### config.mk
export PLATFORM = sky130hd
export DESIGN_NAME = raster_timing_gen
export DESIGN_NICKNAME = d
export VERILOG_FILES = /design/src/rtl/rtg_pkg.sv /design/src/rtl/rtg_regs.sv /design/src/rtl/rtg_counters.sv /design/src/rtl/rtg_decode.sv /design/src/rtl/raster_timing_gen.sv
export SDC_FILE = /design/constraint.sdc
export NUM_CORES = 2
export LEC_CHECK = 0
export BUFFER_PORTS_ARGS = -buffer_cell sky130_fd_sc_hd__buf_4
export CAP_MARGIN = 25
export CORE_UTILIZATION = 40
export DETAILED_ROUTE_END_ITERATION = 10
export HOLD_SLACK_MARGIN = 0.02
export SETUP_SLACK_MARGIN = 0.15
export SYNTH_ARGS = -nofsm -noshare
export SYNTH_HDL_FRONTEND = slang
export SYNTH_SLANG_ARGS = --single-unit
### constraint.sdc
create_clock -name clk -period 4.8 [get_ports clk]
set_clock_uncertainty 0.15 [all_clocks]
set_input_delay 1.2 -clock clk [delete_from_list [all_inputs] [get_ports clk]]
set_output_delay 1.2 -clock clk [all_outputs]
set_load 0.1 [all_outputs]
### src/rtl/rtg_pkg.sv
package rtg_pkg;

    localparam int REG_W    = 16;
    localparam int NUM_REGS = 26;
    localparam int ADDR_W   = 5;

    typedef enum logic [ADDR_W-1:0] {
        RA_HTOTAL    = 5'd0,
        RA_VTOTAL    = 5'd1,
        RA_HRST      = 5'd2,
        RA_VRST      = 5'd3,
        RA_HB_END    = 5'd4,
        RA_HS_ON     = 5'd5,
        RA_HS_OFF    = 5'd6,
        RA_VB1_ON    = 5'd7,
        RA_VB1_OFF   = 5'd8,
        RA_VB2_ON    = 5'd9,
        RA_VB2_OFF   = 5'd10,
        RA_FLD_CLR   = 5'd11,
        RA_FLD_SET   = 5'd12,
        RA_VS1_ON_V  = 5'd13,
        RA_VS1_ON_H  = 5'd14,
        RA_VS1_OFF_V = 5'd15,
        RA_VS1_OFF_H = 5'd16,
        RA_VS2_ON_V  = 5'd17,
        RA_VS2_ON_H  = 5'd18,
        RA_VS2_OFF_V = 5'd19,
        RA_VS2_OFF_H = 5'd20,
        RA_CTRL      = 5'd21,
        RA_BLACK0    = 5'd22,
        RA_BLACK1    = 5'd23,
        RA_BLACK2    = 5'd24,
        RA_BLACK3    = 5'd25
    } reg_addr_e;

    typedef logic [NUM_REGS-1:0][REG_W-1:0] cfg_bank_t;

    typedef struct packed {
        logic hblank;
        logic vblank;
        logic hsync;
        logic vsync;
        logic field;
    } tim_flags_t;

    // Half-open range test that wraps when the start lies past the end.
    function automatic logic in_span(input logic [31:0] pos,
                                     input logic [31:0] on,
                                     input logic [31:0] off);
        if (on <= off)
            return (pos >= on) && (pos < off);
        return (pos >= on) || (pos < off);
    endfunction

    function automatic logic [REG_W-1:0] reg_default(input int idx);
        case (idx)
            int'(RA_HTOTAL):    return 16'd23;
            int'(RA_VTOTAL):    return 16'd13;
            int'(RA_HB_END):    return 16'd6;
            int'(RA_HS_ON):     return 16'd2;
            int'(RA_HS_OFF):    return 16'd4;
            int'(RA_VB1_ON):    return 16'd10;
            int'(RA_VB1_OFF):   return 16'd2;
            int'(RA_VB2_ON):    return 16'd5;
            int'(RA_VB2_OFF):   return 16'd7;
            int'(RA_FLD_CLR):   return 16'd12;
            int'(RA_FLD_SET):   return 16'd5;
            int'(RA_VS1_ON_V):  return 16'd11;
            int'(RA_VS1_ON_H):  return 16'd3;
            int'(RA_VS1_OFF_V): return 16'd12;
            int'(RA_VS1_OFF_H): return 16'd3;
            int'(RA_VS2_ON_V):  return 16'd4;
            int'(RA_VS2_ON_H):  return 16'd14;
            int'(RA_VS2_OFF_V): return 16'd5;
            int'(RA_VS2_OFF_H): return 16'd14;
            int'(RA_BLACK0):    return 16'd64;
            int'(RA_BLACK1):    return 16'd512;
            int'(RA_BLACK2):    return 16'd512;
            default:            return 16'd0;
        endcase
    endfunction

endpackage

### src/rtl/rtg_regs.sv
module rtg_regs
    import rtg_pkg::*;
(
    input  logic                clk,
    input  logic                rst,
    input  logic                wr_en,
    input  logic [ADDR_W-1:0]   wr_addr,
    input  logic [REG_W-1:0]    wr_data,
    input  logic                frame_wrap,
    output cfg_bank_t           cfg
);

    cfg_bank_t shadow;

    always_ff @(posedge clk) begin
        if (rst) begin
            for (int i = 0; i < NUM_REGS; i++) begin
                shadow[i] <= reg_default(i);
                cfg[i]    <= reg_default(i);
            end
        end else begin
            for (int i = 0; i < NUM_REGS; i++) begin
                if (wr_en && (wr_addr == ADDR_W'(i)))
                    shadow[i] <= wr_data;
                if (frame_wrap)
                    cfg[i] <= shadow[i];
            end
        end
    end

endmodule

### src/rtl/rtg_counters.sv
module rtg_counters #(
    parameter int HB = 12,
    parameter int VB = 11
) (
    input  logic          clk,
    input  logic          rst,
    input  logic          restart,
    input  logic [HB-1:0] htotal,
    input  logic [VB-1:0] vtotal,
    input  logic [HB-1:0] hrst,
    input  logic [VB-1:0] vrst,
    output logic [HB-1:0] h,
    output logic [VB-1:0] v,
    output logic          frame_wrap
);

    logic line_end;
    logic frame_end;

    assign line_end   = (h >= htotal);
    assign frame_end  = line_end && (v >= vtotal);
    assign frame_wrap = frame_end && !restart;

    always_ff @(posedge clk) begin
        if (rst) begin
            h <= '0;
            v <= '0;
        end else if (restart) begin
            h <= hrst;
            v <= vrst;
        end else if (line_end) begin
            h <= '0;
            v <= frame_end ? '0 : v + 1'b1;
        end else begin
            h <= h + 1'b1;
        end
    end

endmodule

### src/rtl/rtg_decode.sv
module rtg_decode
    import rtg_pkg::*;
#(
    parameter int HB      = 12,
    parameter int VB      = 11,
    parameter int NPLANES = 3,
    parameter int SBITS   = 10
) (
    input  logic [HB-1:0]            h,
    input  logic [VB-1:0]            v,
    input  cfg_bank_t                cfg,
    input  logic [NPLANES*SBITS-1:0] pix_in,
    output tim_flags_t               raw,
    output logic [NPLANES*SBITS-1:0] pix_out
);

    logic          interlaced;
    logic [31:0]   pos_h, pos_v, pos_hv;
    logic          in_blank;

    function automatic logic [31:0] hc(input reg_addr_e a);
        return 32'(cfg[a][HB-1:0]);
    endfunction

    function automatic logic [31:0] vc(input reg_addr_e a);
        return 32'(cfg[a][VB-1:0]);
    endfunction

    function automatic logic [31:0] pair(input reg_addr_e av, input reg_addr_e ah);
        return 32'({cfg[av][VB-1:0], cfg[ah][HB-1:0]});
    endfunction

    assign interlaced = cfg[RA_CTRL][1];
    assign pos_h      = 32'(h);
    assign pos_v      = 32'(v);
    assign pos_hv     = 32'({v, h});

    always_comb begin
        raw.hblank = pos_h < hc(RA_HB_END);
        raw.vblank = in_span(pos_v, vc(RA_VB1_ON), vc(RA_VB1_OFF))
                   | (interlaced & in_span(pos_v, vc(RA_VB2_ON), vc(RA_VB2_OFF)));
        raw.hsync  = in_span(pos_h, hc(RA_HS_ON), hc(RA_HS_OFF));
        raw.vsync  = in_span(pos_hv, pair(RA_VS1_ON_V, RA_VS1_ON_H),
                             pair(RA_VS1_OFF_V, RA_VS1_OFF_H))
                   | (interlaced & in_span(pos_hv, pair(RA_VS2_ON_V, RA_VS2_ON_H),
                                           pair(RA_VS2_OFF_V, RA_VS2_OFF_H)));
        raw.field  = interlaced & in_span(pos_v, vc(RA_FLD_SET), vc(RA_FLD_CLR));
    end

    assign in_blank = raw.hblank | raw.vblank;

    for (genvar p = 0; p < NPLANES; p++) begin : g_plane
        assign pix_out[p*SBITS +: SBITS] = in_blank
            ? cfg[int'(RA_BLACK0) + p][SBITS-1:0]
            : pix_in[p*SBITS +: SBITS];
    end

endmodule

### src/rtl/raster_timing_gen.sv
module raster_timing_gen
    import rtg_pkg::*;
#(
    parameter int HBITS   = 12,
    parameter int VBITS   = 11,
    parameter int NPLANES = 3,
    parameter int SBITS   = 10
) (
    input  logic                     clk,
    input  logic                     rst,
    input  logic                     restart,
    input  logic                     wr_en,
    input  logic [ADDR_W-1:0]        wr_addr,
    input  logic [REG_W-1:0]         wr_data,
    input  logic [NPLANES*SBITS-1:0] pix_in,
    output logic                     hblank,
    output logic                     vblank,
    output logic                     hsync,
    output logic                     vsync,
    output logic                     field,
    output logic                     blank_style,
    output logic [NPLANES*SBITS-1:0] pix_out
);

    cfg_bank_t        cfg;
    logic             frame_wrap;
    logic [HBITS-1:0] h_cnt, htotal, hrst;
    logic [VBITS-1:0] v_cnt, vtotal, vrst;
    tim_flags_t       raw;
    logic             unused_cfg;

    assign unused_cfg = ^cfg;

    assign htotal = cfg[RA_HTOTAL][HBITS-1:0];
    assign vtotal = cfg[RA_VTOTAL][VBITS-1:0];
    assign hrst   = cfg[RA_HRST][HBITS-1:0];
    assign vrst   = cfg[RA_VRST][VBITS-1:0];

    rtg_regs u_regs (
        .clk        (clk),
        .rst        (rst),
        .wr_en      (wr_en),
        .wr_addr    (wr_addr),
        .wr_data    (wr_data),
        .frame_wrap (frame_wrap),
        .cfg        (cfg)
    );

    rtg_counters #(.HB(HBITS), .VB(VBITS)) u_cnt (
        .clk        (clk),
        .rst        (rst),
        .restart    (restart),
        .htotal     (htotal),
        .vtotal     (vtotal),
        .hrst       (hrst),
        .vrst       (vrst),
        .h          (h_cnt),
        .v          (v_cnt),
        .frame_wrap (frame_wrap)
    );

    rtg_decode #(.HB(HBITS), .VB(VBITS), .NPLANES(NPLANES), .SBITS(SBITS)) u_dec (
        .h       (h_cnt),
        .v       (v_cnt),
        .cfg     (cfg),
        .pix_in  (pix_in),
        .raw     (raw),
        .pix_out (pix_out)
    );

    assign blank_style = cfg[RA_CTRL][0];
    assign hblank      = blank_style  & raw.hblank;
    assign vblank      = blank_style  & raw.vblank;
    assign hsync       = !blank_style & raw.hsync;
    assign vsync       = !blank_style & raw.vsync;
    assign field       = raw.field;

endmodule

==> summary.txt <==
Clocking
  – CTS tree: done
  – H-tree depth: 2
  – Clock-pin slew on the worst setup and hold paths: 0.06 ns
  – Clk sinks: between 500 and 600
  – Root buffer cell: clkbuf_16
  – CTS Buffer Depth: 3
  – Count of hold-fix buffers inserted at cts: 0
  – Worst skew pair latency: 0.64 ns
  – CTS Buf Count: 59

Synthesis
  – Xor and xnor area share after synthesis: 0.486%
  – Average cell area after synthesis: 8.07 µm²
  – Multiplexer area fraction after synthesis: under 10%
  – Post-synthesis sequential area ratio: just under 40%
  – Synth cell types: 66
  – Adder-cell share of the synthesized area: a little over an eighth
  – Post-synth EDFFs: 0
  – Post-synthesis simple-gate area fraction: 18.7%
  – Syn Inst Count: 3577
  – Fraction of registers with async set/reset: 0%
  – Synth Register Bits: roughly 570
  – Largest family of logic cells by synthesized area: compound AO/OA/AOI/OAI gates
  – Syn. warnings: 0
  – Top_reg_cell synth: dfxtp_1
  – Post-Syn Area: 28900 µm²
  – Compound-cell area share of the yosys netlist: 18.9%
  – Post-Synthesis Net Count: 3935

Critical path
  – FF-to-FF setup slack: 1.32 ns
  – Slowest Stage Delay on Critical Path: 0.52 ns
  – Crit path cell chain: buf_4 > ha_4 > a21oi_2 > o21ai_1 > or4_1 > nand3_2 > maj3_2 > nand4b_4 > buf_12 > buf_12 > mux2_4 > buf_12
  – Setup CP Type: flop to output pin
  – Most used cell along the critical path: buf_12
  – CP endpoint kind: output pin
  – Worst R2R Start: u_cnt.v[6]
  – Req. time, crit path: roughly 3.5 ns
  – Delay-heaviest family, CP: simple AND/OR/NAND/NOR gates
  – Arrival @ worst endpoint: roughly 3.4 ns
  – R2R cell count: 10
  – Buffers & Inverters on Critical Path: 4
  – Slowest-stage cell, CP: or4_1
  – Maximum fanout along the worst path: 8
  – R2r endpoint: u_regs.cfg[160]
  – Nature of the critical path startpoint: flop

Finish
  – Commonest cells after routing, fill and taps aside: nand2_1 (541), dfxtp_1 (536), a21oi_1 (520), ha_1 (293), nand3_1 (290)
  – FILL cells: 7022
  – Antenna Cells: 0
  – Commonest non-fill, non-tap cell in the layout: nand2_1
  – Layout cell share with drive strength beyond 1: 11.3%
  – Area growth, synth to finish: 16.2%
  – Layout net count: 3920

Die
  – Total die area: between 70000 and 80000 µm²
  – Starting Density: 40.4%
  – Die width: 271 µm
  – Number of placement rows: 98
  – Die Ht: 271 µm
  – CORE AREA: 71500 µm²
  – I/O pins: 91

Pwr
  – Cell Pwr Density: 307 nW/µm²
  – Sw frac: 24.1%
  – Clock network fraction of total power: 48.6%
  – Net Switching: 2480 µW
  – LEAKAGE: 0.0132 µW
  – Comb pwr share: 5.3%
  – Peak VDD IR: 0.000277 V
  – Sequential power share: 46.1%
  – Pint: 7800 µW

Timing
  – Setup TNS: 0 ns
  – Final worst setup slack: between 0.07 and 0.08 ns
  – Final Cycle Share: between 90 and 100%
  – Slew HR: between 30% and 40%
  – FMAX: roughly 210 MHz
  – Max-slew violation count: 0
  – # setup viols final: 0
  – Minimum period implied by the final worst setup slack: 4.72 ns
  – Worst Max-Slew Pin Slew: 1.00 ns
  – Final Hold Fails: 0
  – RSZ-0062 raised after global routing: yes

Place
  – Post-DP HPWL: 55400 µm
  – Port buffer count: 86
  – DP Worst Slack: 0.340 ns
  – Final RePlAce weighted congestion: 0.874

GRT
  – Initial antenna violation count: 3
  – Largest net degree at the start of global routing: 119
  – First-pass GRT wire length: 141000 µm
  – Total congestion overflow: 0
  – Vias in the first global route: 23900
  – Total GRT Usage: 24.1%

Hold path
  – Hold Crit Depth: 2
  – Hold WC Path Type: flop to flop
  – Hold Startpoint: u_regs.cfg[41]
  – WHS Endpoint: u_cnt.h[9]

Route
  – Routed Antenna Nets: 0
  – TritonRoute pass-1 iters: 5
  – Iter 0 DRT Violations: 2115
  – Average wire per standard cell: 19.7 µm
  – Via/cell ratio: 5.52
  – Drt drc: 0
  – DR vias: 25200
  – WL final: roughly 90000 µm

Outcome
  – Status: finished, final reports clean

Job
  – Number of max-cap violations: 0
[cell usage after synthesis, types with 6 or more instances]
library cell,n,share of area [%]
a211o_1,51,1.5
a211oi_1,12,0.31
a21o_1,44,1.1
a21oi_1,527,9.1
a221oi_1,10,0.30
a31oi_1,11,0.24
and3_1,54,1.2
and4_1,7,0.21
buf_2,44,0.76
clkbuf_1,208,2.7
dfxtp_1,567,39
ha_1,303,13
inv_1,221,2.9
mux2_4,30,1.6
mux2i_1,37,1.3
nand2_1,541,7.0
nand2b_1,21,0.46
nand3_1,291,5.0
nand3b_1,46,1.2
nand4_1,40,0.87
nor2_1,101,1.3
nor2b_1,19,0.41
nor3_1,14,0.24
nor4_1,6,0.13
o21a_1,7,0.18
o21ai_0,261,4.5
o21ai_1,15,0.26
xnor2_1,10,0.30
xor2_1,6,0.18
[sequential cells by signal, indices dropped and copies added (netlist names)]
signal and count:
u_cnt.v 11, u_regs.shadow 272, u_regs.cfg 272, u_cnt.h 12
[worst reg2reg max path, stage by stage, from the launching register on]
cell	delay (ns)
dfxtp_4	0.36
buf_8	0.12
buf_4	0.17
ha_1	0.32
and3_1	0.20
nand2_1	0.06
o21ai_1	0.31
a31o_4	0.53
nand2_2	0.33
buf_4	0.42
a211o_1	0.39
[cell families after synthesis]
kind of cell	Yosys count
compound gates	979
xor+xnor	16
fa+ha+maj	304
buf+inv	483
flops	567
mux	67
simple gates	1161
[layer usage]
metal  vias to the layer above  routed length [µm]  track usage, %
met4                         6                1820            5.26
met5                         -                  28               0
met1                     12000               43300            34.6
met3                       118                5120            3.55
li1                      12400                   -               -
met2                       650               39600            38.0
[how the worst max path moves through the flow]
stage	start	to	slack, ns	cells after the start
4_1_cts	u_regs.cfg[137]	pix_out[21]	0.15	12
3_3_place_gp	u_cnt.v[5]	pix_out[19]	0.39	10
2_1_floorplan	u_cnt.v[8]	field	0.21	8
6_report	u_regs.cfg[120]	pix_out[21]	0.08	12
3_5_place_dp	u_cnt.v[5]	pix_out[9]	0.34	10
5_1_grt	u_cnt.v[2]	pix_out[21]	0.003	11
[power by group through the flow]
stage	Combinational (µW)	Clock [µW]	Sequential (µW)
5_1_grt	578	5270	4740
4_1_cts	532	5070	4740
3_5_place_dp	518	0	4850
6_report	544	5000	4740
3_3_place_gp	516	0	4850
2_1_floorplan	288	0	4850
[layout make-up]
type / instances / area, µm² / share of cell area (%)
Multi-Input combinational cell: 2527 / 15900 / 47.4
Sequential cell: 567 / 11400 / 34.0
Timing Repair Buffer: 186 / 2100 / 6.26
Clock buffer: 73 / 1610 / 4.80
Tap cell: 950 / 1190 / 3.55
Inverter: 221 / 830 / 2.47
Clock inverter: 39 / 498 / 1.49
[per-stage QoR]
| stage | utilization, % | power, µW | instances | instance area [µm²] | hold WS (ns) |
|---|---|---|---|---|---|
| floorplan | - | 5130 | 3577 | 28900 | 0.277 |
| finish | 46.9 | 10300 | 4563 | 33500 | 0.296 |
| CTS | 46.5 | 10300 | 4557 | 33300 | 0.294 |
| global route | 46.9 | 10600 | 4563 | 33500 | 0.318 |
| global placement | 42.6 | 5360 | 4431 | 30500 | 0.286 |
| detailed placement | 42.7 | 5360 | 4433 | 30500 | 0.292 |
[repair_timing]
| item | CTS | global route |
|---|---|---|
| gates resized for setup | 141 | 57 |
| pin swaps | 19 | 14 |
| gates cloned | 2 | 0 |
| setup endpoints to repair | 33 | 33 |
| setup buffers | 10 | 3 |
(Power assumes the default switching activity.)
